==> config.mk <==
export PLATFORM = sky130hd
export DESIGN_NAME = hz_stall_ctrl
export DESIGN_NICKNAME = d
export VERILOG_FILES = /design/src/rtl/hz_pkg.sv /design/src/rtl/hz_track.sv /design/src/rtl/hz_raw_cmp.sv /design/src/rtl/hz_ctrl.sv /design/src/rtl/hz_stall_ctrl.sv
export SDC_FILE = /design/constraint.sdc
export NUM_CORES = 1
export LEC_CHECK = 0
export BUFFER_PORTS_ARGS = -buffer_cell sky130_fd_sc_hd__buf_2
export CAP_MARGIN = 10
export CORE_MARGIN = 4
export CORE_UTILIZATION = 51
export CTS_CLUSTER_SIZE = 28
export DETAILED_ROUTE_END_ITERATION = 8
export PLACE_DENSITY = 0.78
export SETUP_SLACK_MARGIN = 0.2
export SLEW_MARGIN = 20
export SYNTH_ARGS = -nofsm -noshare
export SYNTH_HDL_FRONTEND = slang
export SYNTH_HIERARCHICAL = 1
export SYNTH_SLANG_ARGS = --single-unit
==> constraint.sdc <==
create_clock -name clk -period 2.1 [get_ports clk]
set_clock_uncertainty 0.05 [all_clocks]
set_input_delay 0.21 -clock clk [delete_from_list [all_inputs] [get_ports clk]]
set_output_delay 0.21 -clock clk [all_outputs]
set_load 0.01 [all_outputs]
==> src/rtl/hz_pkg.sv <==
package hz_pkg;

    // Shadow stage positions behind decode
    localparam int unsigned STG_EX    = 0;
    localparam int unsigned STG_MEM   = 1;
    localparam int unsigned STG_WB    = 2;
    localparam int unsigned TRK_DEPTH = 3;
    // Producers that still block a reader: every tracked stage but the last,
    // since the last stage writes before the register file is read.
    localparam int unsigned RAW_SPAN  = TRK_DEPTH - 1;
    localparam int unsigned NUM_SRC   = 2;

    typedef enum logic [1:0] {
        ACT_FLOW       = 2'd0,
        ACT_RAW_STALL  = 2'd1,
        ACT_PORT_IDLE  = 2'd2,
        ACT_BOTH_STALL = 2'd3
    } hz_action_e;

endpackage

==> src/rtl/hz_track.sv <==
module hz_track #(
    parameter int unsigned REG_W = 5,
    parameter int unsigned DEPTH = 3
) (
    input  logic                         clk,
    input  logic                         rst_n,
    input  logic                         in_vld,
    input  logic                         in_wr,
    input  logic                         in_mem,
    input  logic [REG_W-1:0]             in_rd,
    output logic [DEPTH-1:0]             vld,
    output logic [DEPTH-1:0]             wr,
    output logic [DEPTH-1:0]             mem,
    output logic [DEPTH-1:0][REG_W-1:0]  rd
);

    // Shadow of the stages after decode; slot 0 is execute.
    always_ff @(posedge clk) begin
        if (!rst_n) begin
            vld <= '0;
            wr  <= '0;
            mem <= '0;
            rd  <= '0;
        end else begin
            vld[0] <= in_vld;
            wr[0]  <= in_vld & in_wr;
            mem[0] <= in_vld & in_mem;
            rd[0]  <= in_rd;
            for (int k = 1; k < DEPTH; k++) begin
                vld[k] <= vld[k-1];
                wr[k]  <= wr[k-1];
                mem[k] <= mem[k-1];
                rd[k]  <= rd[k-1];
            end
        end
    end

endmodule

==> src/rtl/hz_raw_cmp.sv <==
module hz_raw_cmp #(
    parameter int unsigned REG_W = 5,
    parameter int unsigned NSRC  = 2,
    parameter int unsigned NCHK  = 2
) (
    input  logic                        cons_vld,
    input  logic [NSRC-1:0]             src_use,
    input  logic [NSRC-1:0][REG_W-1:0]  src_reg,
    input  logic [NCHK-1:0]             prod_vld,
    input  logic [NCHK-1:0]             prod_wr,
    input  logic [NCHK-1:0][REG_W-1:0]  prod_rd,
    output logic [NSRC-1:0]             src_hit,
    output logic                        any_hit
);

    logic [NCHK-1:0] match [NSRC];

    for (genvar s = 0; s < NSRC; s++) begin : g_src
        for (genvar p = 0; p < NCHK; p++) begin : g_prod
            assign match[s][p] = prod_vld[p] && prod_wr[p] &&
                                 (prod_rd[p] == src_reg[s]);
        end
        assign src_hit[s] = cons_vld && src_use[s] &&
                            (src_reg[s] != '0) && (|match[s]);
    end

    assign any_hit = |src_hit;

endmodule

==> src/rtl/hz_ctrl.sv <==
module hz_ctrl
    import hz_pkg::*;
(
    input  logic        raw_hit,
    input  logic        port_busy,
    output hz_action_e  action,
    output logic        stall,
    output logic        if_hold,
    output logic        id_hold,
    output logic        ex_bubble,
    output logic        id_bubble
);

    always_comb begin
        unique case ({raw_hit, port_busy})
            2'b00:   action = ACT_FLOW;
            2'b10:   action = ACT_RAW_STALL;
            2'b01:   action = ACT_PORT_IDLE;
            default: action = ACT_BOTH_STALL;
        endcase
    end

    always_comb begin
        stall     = 1'b0;
        if_hold   = 1'b0;
        id_hold   = 1'b0;
        ex_bubble = 1'b0;
        id_bubble = 1'b0;
        unique case (action)
            ACT_FLOW: ;
            ACT_RAW_STALL, ACT_BOTH_STALL: begin
                stall     = 1'b1;
                if_hold   = 1'b1;
                id_hold   = 1'b1;
                ex_bubble = 1'b1;
            end
            ACT_PORT_IDLE: begin
                if_hold   = 1'b1;
                id_bubble = 1'b1;
            end
            default: ;
        endcase
    end

endmodule

==> src/rtl/hz_stall_ctrl.sv <==
module hz_stall_ctrl
    import hz_pkg::*;
#(
    parameter int unsigned NUM_REGS = 32,
    localparam int unsigned REG_W   = $clog2(NUM_REGS)
) (
    input  logic             clk,
    input  logic             rst_n,
    input  logic             id_valid,
    input  logic [REG_W-1:0] id_rs1,
    input  logic             id_rs1_en,
    input  logic [REG_W-1:0] id_rs2,
    input  logic             id_rs2_en,
    input  logic [REG_W-1:0] id_rd,
    input  logic             id_rd_wr,
    input  logic             id_mem,
    output logic             stall,
    output logic             if_hold,
    output logic             id_hold,
    output logic             ex_bubble,
    output logic             id_bubble
);

    logic [TRK_DEPTH-1:0]            trk_vld;
    logic [TRK_DEPTH-1:0]            trk_wr;
    logic [TRK_DEPTH-1:0]            trk_mem;
    logic [TRK_DEPTH-1:0][REG_W-1:0] trk_rd;
    logic [NUM_SRC-1:0]              src_hit;
    logic                            raw_hit;
    logic                            port_busy;
    hz_action_e                      action;

    hz_track #(.REG_W(REG_W), .DEPTH(TRK_DEPTH)) u_track (
        .clk    (clk),
        .rst_n  (rst_n),
        .in_vld (id_valid & ~ex_bubble),
        .in_wr  (id_rd_wr),
        .in_mem (id_mem),
        .in_rd  (id_rd),
        .vld    (trk_vld),
        .wr     (trk_wr),
        .mem    (trk_mem),
        .rd     (trk_rd)
    );

    hz_raw_cmp #(.REG_W(REG_W), .NSRC(NUM_SRC), .NCHK(RAW_SPAN)) u_raw (
        .cons_vld (id_valid),
        .src_use  ({id_rs2_en, id_rs1_en}),
        .src_reg  ({id_rs2, id_rs1}),
        .prod_vld (trk_vld[RAW_SPAN-1:0]),
        .prod_wr  (trk_wr[RAW_SPAN-1:0]),
        .prod_rd  (trk_rd[RAW_SPAN-1:0]),
        .src_hit  (src_hit),
        .any_hit  (raw_hit)
    );

    assign port_busy = trk_vld[STG_MEM] & trk_mem[STG_MEM];

    hz_ctrl u_ctrl (
        .raw_hit   (raw_hit),
        .port_busy (port_busy),
        .action    (action),
        .stall     (stall),
        .if_hold   (if_hold),
        .id_hold   (id_hold),
        .ex_bubble (ex_bubble),
        .id_bubble (id_bubble)
    );

endmodule

==> summary.txt, run 1 <==
Outcome
  • Outcome: finished clean

Critical path
  • Crit Reg-Reg Startpoint: u_track/rd[9]$_SDFF_PN0_
  • CP endpoint kind: output pin
  • Worst Path Arrival: 1.81 ns
  • Critical Path RT: 1.84 ns
  • Worst Path Max Fanout: 4
  • Crit Path Class: reg2out
  • Crit path from: u_track/rd[9]$_SDFF_PN0_
  • Worst setup SP type: flop

Floorplan
  • Starting Density: 56.8%
  • Site row count: 13
  • Die X: 47.3 um
  • Full die area: 2230 sq um
  • Die height: 47.3 um
  • Core footprint: 1380 sq um
  • Ports: 27

Finish
  • # diodes: 0
  • Footprint of the multi-input gates: 432 sq um
  • Final core occ: 73.5%
  • Fin area: 1020 sq um
  • Proportion of layout cells with a drive suffix above 1: 52.3%
  • Layout Cells excl Fill: 124
  • Fill cell count: 114
  • P&R area growth vs syn: 29.3%
  • Register area: 328 sq um
  • Layout Nets: 133

STA
  • Final min period: 2.07 ns
  • Slew Limit Fails: 0
  • Hold slack: 0.0905 ns
  • FMAX: 484 MHz
  • Period utilization: 98.4%
  • # setup viols final: 0
  • Min setup slack post-route: 0.0332 ns
  • Worst slew margin: 79.8%
  • RSZ-0062 raised after global routing: true
  • Slew @ Worst Pin: 0.300 ns
  • Hold Vio Cnt, Final: 0
  • Setup TNS Final: 0 ns

Placement
  • Hpwl dp: 1.19 mm
  • Routability cong.: 0.882
  • IO buf count: 26
  • Pre-CTS WS: 0.118 ns
  • Placed Cells: 114
  • Post-DP Area: 893 sq um

Route
  • WL met1: 627 um
  • DR iter-0 viols: 4
  • WL/cell: 12.5 um
  • Highest metal used: met4
  • Via count: 638
  • Drt via density: 5.15
  • DR pass1 iterations: 4
  • DR WL met2: 765 um
  • Drt drc: 0
  • Total routed wirelength: 1.55 mm
  • Met3 wire len: 97 um
  • Post-DRT Antenna Nets: 0

Clock tree
  • Clk pin slew, worst setup/hold paths: 0.08 ns
  • Clock buffer count from CTS: 3
  • Clock Tree Root: clkbuf_4
  • Max clock buf depth: 2
  • Clock Sinks: 16
  • H-tree depth: 1
  • CTS tree: done
  • Clk_lat worst skew: 0.27 ns

Global routing
  • First-pass GRT wire length: 2.57 mm
  • Vias in the first global route: 653
  • Antenna violations before repair: 0
  • Pin count of the biggest net entering global routing: 17
  • Total grt overflow: 0
  • Total GRT Usage: 16.9%

Logic synthesis
  • Mapped cell area: 786 sq um
  • Yosys warning count: 6
  • Syn Inst Count: 78
  • Mapped Nets: 100
  • Avg Synthesized Cell Area: 10.1 sq um

Power
  • Total Power: 0.551 mW
  • Pwr/cell area: 542 nW/um^2
  • Peak supply drop: 423 uV
  • Leakage: 0.500 nW

Worst hold path
  • Hold Startpoint: id_rd[3]
  • Hold Crit Class: in2reg

Job
  • Max_cap viols: 0
## cells in the final DEF, fill, tap and decap left out, types with 3 or more instances in the layout
cell / n
buf_6: 6
buf_4: 5
dfxtp_2: 6
dfxtp_1: 10
and2_2: 9
xor2_1: 20
nor4_1: 4
clkbuf_4: 3
buf_2: 22
and2_1: 5
nor2_1: 4
## registers in the layout (all words and copies together), names as in the netlist
signal	count
u_track/vld	2
u_track/wr	2
u_track/mem	2
u_track/rd	10
## final cells by class
| class | instances | area share (%) |
|---|---|---|
| clock buffer | 3 | 2.22 |
| multi-input combinational | 57 | 42.5 |
| sequential | 16 | 32.3 |
| tap | 15 | 1.85 |
| timing repair buffer | 33 | 21.2 |
## routing by layer
layer,global-route usage (%),vias to the layer above
li1,-,318
met1,18.4,294
met2,27.5,20
met3,3.07,6
met4,14.9,0
met5,0,-
## final timing paths
check,endpoint,slack [ns],cells after the start
hold reg to reg,u_track/mem[1]$_SDFF_PN0_,0.39,1
hold / removal,u_track/rd[3]$_SDFF_PN0_,0.09,2
setup reg to reg,u_track/wr[0]$_SDFF_PN0_,0.08,11
setup / recovery,id_bubble,0.03,6
## power by group
group,internal (mW),switching (mW)
clock,0.0662,0.0776
sequential,0.318,0.0107
combinational,0.0437,0.0348
total,0.428,0.123
## repair_timing
action | in CTS | in global routing
hold buffers | 0 | 0
buffers inserted | 6 | 1
pin swaps | 7 | 0
endpoints found under the setup margin | 5 | 8
hold endpoints to repair | 0 | 0
gates resized for setup | 10 | 4
## worst max-delay path, stage by stage, from the launching register on
cell     delay, ns
dfxtp_2       0.34
xor2_1        0.14
nor4_1        0.33
a22oi_1       0.14
o22ai_2       0.23
and2b_2       0.25
buf_6         0.11
No activity file was read; power rests on OpenSTA's default activity.
==> run 2, diff against run 1 <==
Settings changed: PLACE_DENSITY 0.78 to 0.87.
==> run 2 against run 1 <==
Critical path depth unchanged. Clock-buffer cell count is the same. Cell area fell by 0.49%. Critical endpoint unchanged. Sequential share of layout area fell by 0.088 points.
==> summary.txt, run 2 (synthesized netlist as in run 1, its figures left out) <==
Finish
  • Most common cell after layout, fill and taps aside: buf_2 (unchanged)
  • Proportion of layout cells with a drive suffix above 1: 50.9% (was 52.3%)
  • Layout Nets: 130 (was 133)
  • Fin area: 1010 sq um (was 1020 sq um)
  • # diodes: 0 (unchanged)
  • Max reg flops: 10 (unchanged)
  • Most flop-heavy register: u_track/rd (unchanged)
  • Layout Cells excl Fill: 121 (was 124)
  • Commonest non-fill, non-tap cells in the layout: buf_2, xor2_1, dfxtp_1 (unchanged)
  • Final core occ: 73.1% (was 73.5%)
  • P&R area growth vs syn: 28.7% (was 29.3%)
  • Fill cell count: 106 (was 114)

Clock tree
  • CTS tree: done (unchanged)
  • Clock Tree Root: clkbuf_4 (unchanged)
  • Clock buffer count from CTS: 3 (unchanged)
  • Max clock buf depth: 2 (unchanged)
  • Clk pin slew, worst setup/hold paths: 0.08 ns (about the same)
  • H-tree depth: 1 (unchanged)
  • Clk_lat worst skew: 0.28 ns (was 0.27 ns)
  • Clock Sinks: 16 (unchanged)

Global routing
  • Total GRT Usage: 16.1% (was 16.9%)
  • Total grt overflow: 0 (unchanged)
  • Pin count of the biggest net entering global routing: 17 (unchanged)
  • Antenna violations before repair: 0 (unchanged)
  • Vias in the first global route: 626 (was 653)
  • First-pass GRT wire length: 2.36 mm (was 2.57 mm)

STA
  • # setup viols final: 0 (unchanged)
  • Worst slew margin: 81.8% (was 79.8%)
  • Hold Vio Cnt, Final: 0 (unchanged)
  • Min setup slack post-route: 0.0407 ns (was 0.0332 ns)
  • Hold slack: 0.0882 ns (was 0.0905 ns)
  • Final min period: 2.06 ns (was 2.07 ns)
  • Slew @ Worst Pin: 0.271 ns (was 0.300 ns)
  • Slew Limit Fails: 0 (unchanged)
  • Setup TNS Final: 0 ns (unchanged)
  • FMAX: 486 MHz (was 484 MHz)
  • RSZ-0062 raised after global routing: true (unchanged)
  • Period utilization: 98.1% (was 98.4%)

Power
  • Sequential power share: 59.2% (was 59.6%)
  • Pwr/cell area: 548 nW/um^2 (was 542 nW/um^2)
  • NetSw: 0.126 mW (was 0.123 mW)
  • Cell Int Power: 0.428 mW (about the same)
  • Leakage: 0.482 nW (was 0.500 nW)
  • Total Power: 0.554 mW (was 0.551 mW)
  • Comb pwr share: 14.5% (was 14.3%)
  • Clk pwr share: 26.3% (was 26.1%)
  • Switching share of power: 22.8% (was 22.3%)
  • Peak supply drop: 394 uV (was 423 uV)

Floorplan
  • Starting Density: 56.8% (unchanged)
  • Core footprint: 1380 sq um (unchanged)
  • Die height: 47.3 um (unchanged)
  • Site row count: 13 (unchanged)
  • Die X: 47.3 um (unchanged)
  • Ports: 27 (unchanged)
  • Full die area: 2230 sq um (unchanged)

Critical path
  • Worst Path Arrival: 1.80 ns (was 1.81 ns)
  • Crit Path Class: reg2out (unchanged)
  • Crit path from: u_track/rd[1]$_SDFF_PN0_ (was u_track/rd[9]$_SDFF_PN0_)
  • Crit Reg-Reg Startpoint: u_track/rd[1]$_SDFF_PN0_ (was u_track/rd[9]$_SDFF_PN0_)
  • R2R cell count: 9 (was 11)
  • CP endpoint kind: output pin (unchanged)
  • CP peak stage delay: 0.34 ns (about the same)
  • Worst setup SP type: flop (unchanged)
  • Highest-delay cell along the critical path: dfxtp_2 (unchanged)
  • Critical Path RT: 1.84 ns (about the same)
  • Worst Path Max Fanout: 4 (unchanged)
  • CP cell instances: xor2_1 -> nor4_1 -> a22oi_1 -> o22ai_2 -> and2b_2 -> buf_6 (unchanged)

Placement
  • Post-DP Area: 893 sq um (unchanged)
  • IO buf count: 26 (unchanged)
  • Placed Cells: 114 (unchanged)
  • Hpwl dp: 1.22 mm (was 1.19 mm)
  • Pre-CTS WS: 0.105 ns (was 0.118 ns)
  • Routability cong.: 0.907 (was 0.882)

Route
  • Via count: 612 (was 638)
  • Drt via density: 5.06 (was 5.15)
  • DR pass1 iterations: 4 (unchanged)
  • Total routed wirelength: 1.55 mm (about the same)
  • Post-DRT Antenna Nets: 0 (unchanged)
  • WL/cell: 12.8 um (was 12.5 um)
  • Drt drc: 0 (unchanged)
  • DR iter-0 viols: 6 (was 4)

Worst hold path
  • Hold Crit Class: in2reg (unchanged)
  • Hold Startpoint: id_rd[2] (was id_rd[3])
  • WHS Path Cells: 2 (unchanged)

Outcome
  • Outcome: finished clean (unchanged)

Job
  • Max_cap viols: 0 (unchanged)
-- run 2: power groups by stage --
stage / registers, mW / logic (mW) / clock network, mW
2_1_floorplan: 0.332 / 0.0442 / 0
3_3_place_gp: 0.334 / 0.0716 / 0
3_5_place_dp: 0.335 / 0.0748 / 0
4_1_cts: 0.328 / 0.0759 / 0.153
5_1_grt: 0.330 / 0.0881 / 0.165
6_report: 0.328 / 0.0804 / 0.145
-- run 2: layer usage --
layer	global-route usage, %	part of all wire [%]	vias to the layer above
li1	-	-	309
met1	16.9	41	267
met2	24.3	47	27
met3	5.75	8.4	9
met4	16.0	4.2	0
met5	0	0	-
-- run 2: repair_timing --
item	4_1_cts	5_1_grt
setup endpoints to repair	5	6
pin swaps	5	5
endpoints found under the hold margin	0	0
setup buffers	3	1
resized for setup	7	8
hold buffers	0	0
-- run 2: worst paths after layout --
check / end / slack, ns
setup / recovery: id_bubble / 0.04
hold / removal: u_track/rd[2]$_SDFF_PN0_ / 0.09
setup reg to reg: u_track/vld[0]$_SDFF_PN0_ / 0.26
hold reg to reg: u_track/mem[1]$_SDFF_PN0_ / 0.38
-- run 2: area by class of cell --
type	instances	area, sq um	share of cell area, %
sequential	16	325	32.2
multi-input combinational	57	452	44.7
tap	15	18.8	1.86
clock buffer	3	22.5	2.23
timing repair buffer	30	193	19.1
-- run 2: worst max-delay path: cells and delay by family (launching register included) --
family,cells,cell delay [ns]
AND/OR/NAND/NOR,2,0.55
AO/OA/AOI/OAI,2,0.35
flip-flops,1,0.34
XOR/XNOR,1,0.17
buffers and inverters,1,0.12
==> run 3, diff against run 2 <==
Settings changed: CORE_UTILIZATION 51 to 35, CTS_CLUSTER_SIZE 28 to unset, PLACE_DENSITY 0.87 to 0.66, SLEW_MARGIN 20 to unset.
==> run 3 against run 2 <==
Via count shrank 0.65%. First-iteration DRC count shrank 67%. Sequential power is essentially flat. Sequential share of layout area grew 0.82 points. Power grew 8.5%. Register-to-register slack gained 0.17 ns. Wire length grew 7.0%. Setup slack gained 0.017 ns. Non-clock buffer count shrank 3. Clock-buffer cell count grew 1.
==> summary.txt, run 3 (synthesized netlist as in run 1, its figures left out) <==
Clock tree
  • Clk_lat worst skew: 0.27 ns (was 0.28 ns)
  • CTS tree: done (unchanged)
  • Post-cts hold buffer count: 0 (unchanged)
  • Clk pin slew, worst setup/hold paths: 0.08 ns (about the same)
  • Clock Tree Root: clkbuf_4 (unchanged)
  • Max clock buf depth: 2 (unchanged)
  • Clock Sinks: 16 (unchanged)
  • Clock buffer count from CTS: 3 (unchanged)
  • H-tree depth: 1 (unchanged)

Critical path
  • Worst Path Max Fanout: 6 (was 4)
  • CP peak stage delay: 0.35 ns (was 0.34 ns)
  • Worst Path Arrival: 1.78 ns (was 1.80 ns)
  • Crit path max-delay family: simple AND/OR/NAND/NOR gates (unchanged)
  • Highest-delay cell along the critical path: dfxtp_1 (was dfxtp_2)
  • CP cell instances: xor2_1 -> nor4_2 -> a22oi_1 -> o22ai_2 -> and2b_2 -> buf_6 (was xor2_1 -> nor4_1 -> a22oi_1 -> o22ai_2 -> and2b_2 -> buf_6)
  • Worst Path Buf+Inv: 1 (unchanged)
  • CP endpoint kind: output pin (unchanged)
  • Crit Path Class: reg2out (unchanged)
  • Critical Path RT: 1.84 ns (about the same)
  • Worst setup SP type: flop (unchanged)

Job
  • Max_cap viols: 0 (unchanged)

Route
  • Post-DRT Antenna Nets: 0 (unchanged)
  • Via count: 608 (was 612)
  • DR pass1 iterations: 2 (was 4)
  • DR iter-0 viols: 2 (was 6)
  • Total routed wirelength: 1.66 mm (was 1.55 mm)
  • Drt via density: 4.64 (was 5.06)
  • Drt drc: 0 (unchanged)
  • WL/cell: 12.7 um (was 12.8 um)

Global routing
  • Total GRT Usage: 10.5% (was 16.1%)
  • Pin count of the biggest net entering global routing: 17 (unchanged)
  • Total grt overflow: 0 (unchanged)
  • First-pass GRT wire length: 2.54 mm (was 2.36 mm)
  • Vias in the first global route: 610 (was 626)
  • Antenna violations before repair: 0 (unchanged)

STA
  • FMAX: 490 MHz (was 486 MHz)
  • Hold Vio Cnt, Final: 0 (unchanged)
  • # setup viols final: 0 (unchanged)
  • RSZ-0062 raised after global routing: true (unchanged)
  • Worst slew margin: 82.4% (was 81.8%)
  • Final min period: 2.04 ns (was 2.06 ns)
  • Slew Limit Fails: 0 (unchanged)
  • Period utilization: 97.2% (was 98.1%)
  • Slew @ Worst Pin: 0.261 ns (was 0.271 ns)
  • Setup TNS Final: 0 ns (unchanged)

Floorplan
  • Ports: 27 (unchanged)
  • Die X: 55.4 um (was 47.3 um)
  • Die height: 55.4 um (was 47.3 um)
  • Full die area: 3070 sq um (was 2230 sq um)
  • Core footprint: 2040 sq um (was 1380 sq um)
  • Starting Density: 38.5% (was 56.8%)
  • Site row count: 16 (was 13)

Power
  • Pwr/cell area: 607 nW/um^2 (was 548 nW/um^2)
  • Total Power: 0.601 mW (was 0.554 mW)
  • Leakage: 0.473 nW (was 0.482 nW)
  • Peak supply drop: 305 uV (was 394 uV)

Placement
  • IO buf count: 26 (unchanged)
  • Hpwl dp: 1.29 mm (was 1.22 mm)
  • Placed Cells: 127 (was 114)
  • Routability cong.: 0.823 (was 0.907)
  • Post-DP Area: 916 sq um (was 893 sq um)

Finish
  • Register area: 327 sq um (was 325 sq um)
  • Proportion of layout cells with a drive suffix above 1: 51.9% (was 50.9%)
  • Max reg flops: 10 (unchanged)
  • Fin area: 990 sq um (was 1010 sq um)
  • Layout Nets: 127 (was 130)
  • Commonest non-fill, non-tap cells in the layout: buf_2, xor2_1, dfxtp_1 (unchanged)
  • # diodes: 0 (unchanged)
  • Most common cell after layout, fill and taps aside: buf_2 (unchanged)
  • P&R area growth vs syn: 26.0% (was 28.7%)
  • Footprint of the multi-input gates: 449 sq um (was 452 sq um)
  • Layout Cells excl Fill: 131 (was 121)
  • Most flop-heavy register: u_track/rd (unchanged)
  • Fill cell count: 201 (was 106)

Worst hold path
  • Hold Crit Class: in2reg (unchanged)

Outcome
  • Outcome: finished clean (unchanged)
run 3: where the power goes:
group | total, mW | internal [mW] | switching (mW)
logic | 0.0823 | 0.0430 | 0.0393
clock network | 0.190 | 0.105 | 0.0845
registers | 0.329 | 0.318 | 0.0112
total | 0.601 | 0.466 | 0.135
run 3: final cells by class:
class	count	share of cell area (%)
Multi-Input combinational cell	57	45.4
Sequential cell	16	33.0
Timing Repair Buffer	27	14.5
Clock buffer	4	3.67
Tap cell	27	3.41
run 3: final timing paths:
check                       startpoint                   endpoint  slack, ns  depth (start not counted)
max reg2reg   u_track/rd[6]$_SDFF_PN0_   u_track/wr[0]$_SDFF_PN0_       0.43                          7
max           u_track/rd[6]$_SDFF_PN0_                  id_bubble       0.06                          6
min reg2reg  u_track/mem[0]$_SDFF_PN0_  u_track/mem[1]$_SDFF_PN0_       0.39                          1
min                           id_rd[2]   u_track/rd[2]$_SDFF_PN0_       0.09                          2
run 3: routing by layer:
layer  global-route usage, %  up-vias  share of wire (%)
li1                        -      307                  -
met1                    10.4      289                 41
met2                    19.6       10                 55
met3                    2.33        2                4.2
met4                    6.25        0               0.54
met5                       0        -                  0
run 3: through the flow:
step / util, % / hold slack (ns) / setup slack, ns
floorplan: - / 0.287 / 0.371
global route: 48.5 / 0.0761 / -0.0862
finish: 48.5 / 0.0880 / 0.0579
CTS: 47.4 / 0.0819 / 0.0274
detailed placement: 44.9 / 0.372 / 0.196
global placement: 44.9 / 0.364 / 0.237
run 3: worst reg2reg max path, cell delays in order (launching register included):
cell     delay (ns)
dfxtp_1        0.35
xor2_1         0.16
nor4_2         0.29
a22oi_1        0.12
o22ai_2        0.23
buf_4          0.16
nor2b_4        0.04
and3_2         0.18
run 3: timing repair:
| item | 4_1_cts | 5_1_grt |
|---|---|---|
| setup buffers | 0 | 0 |
| cloned | 0 | 0 |
| resized for setup | 4 | 6 |
| setup endpoints to repair | 5 | 5 |
| pin swaps | 7 | 4 |
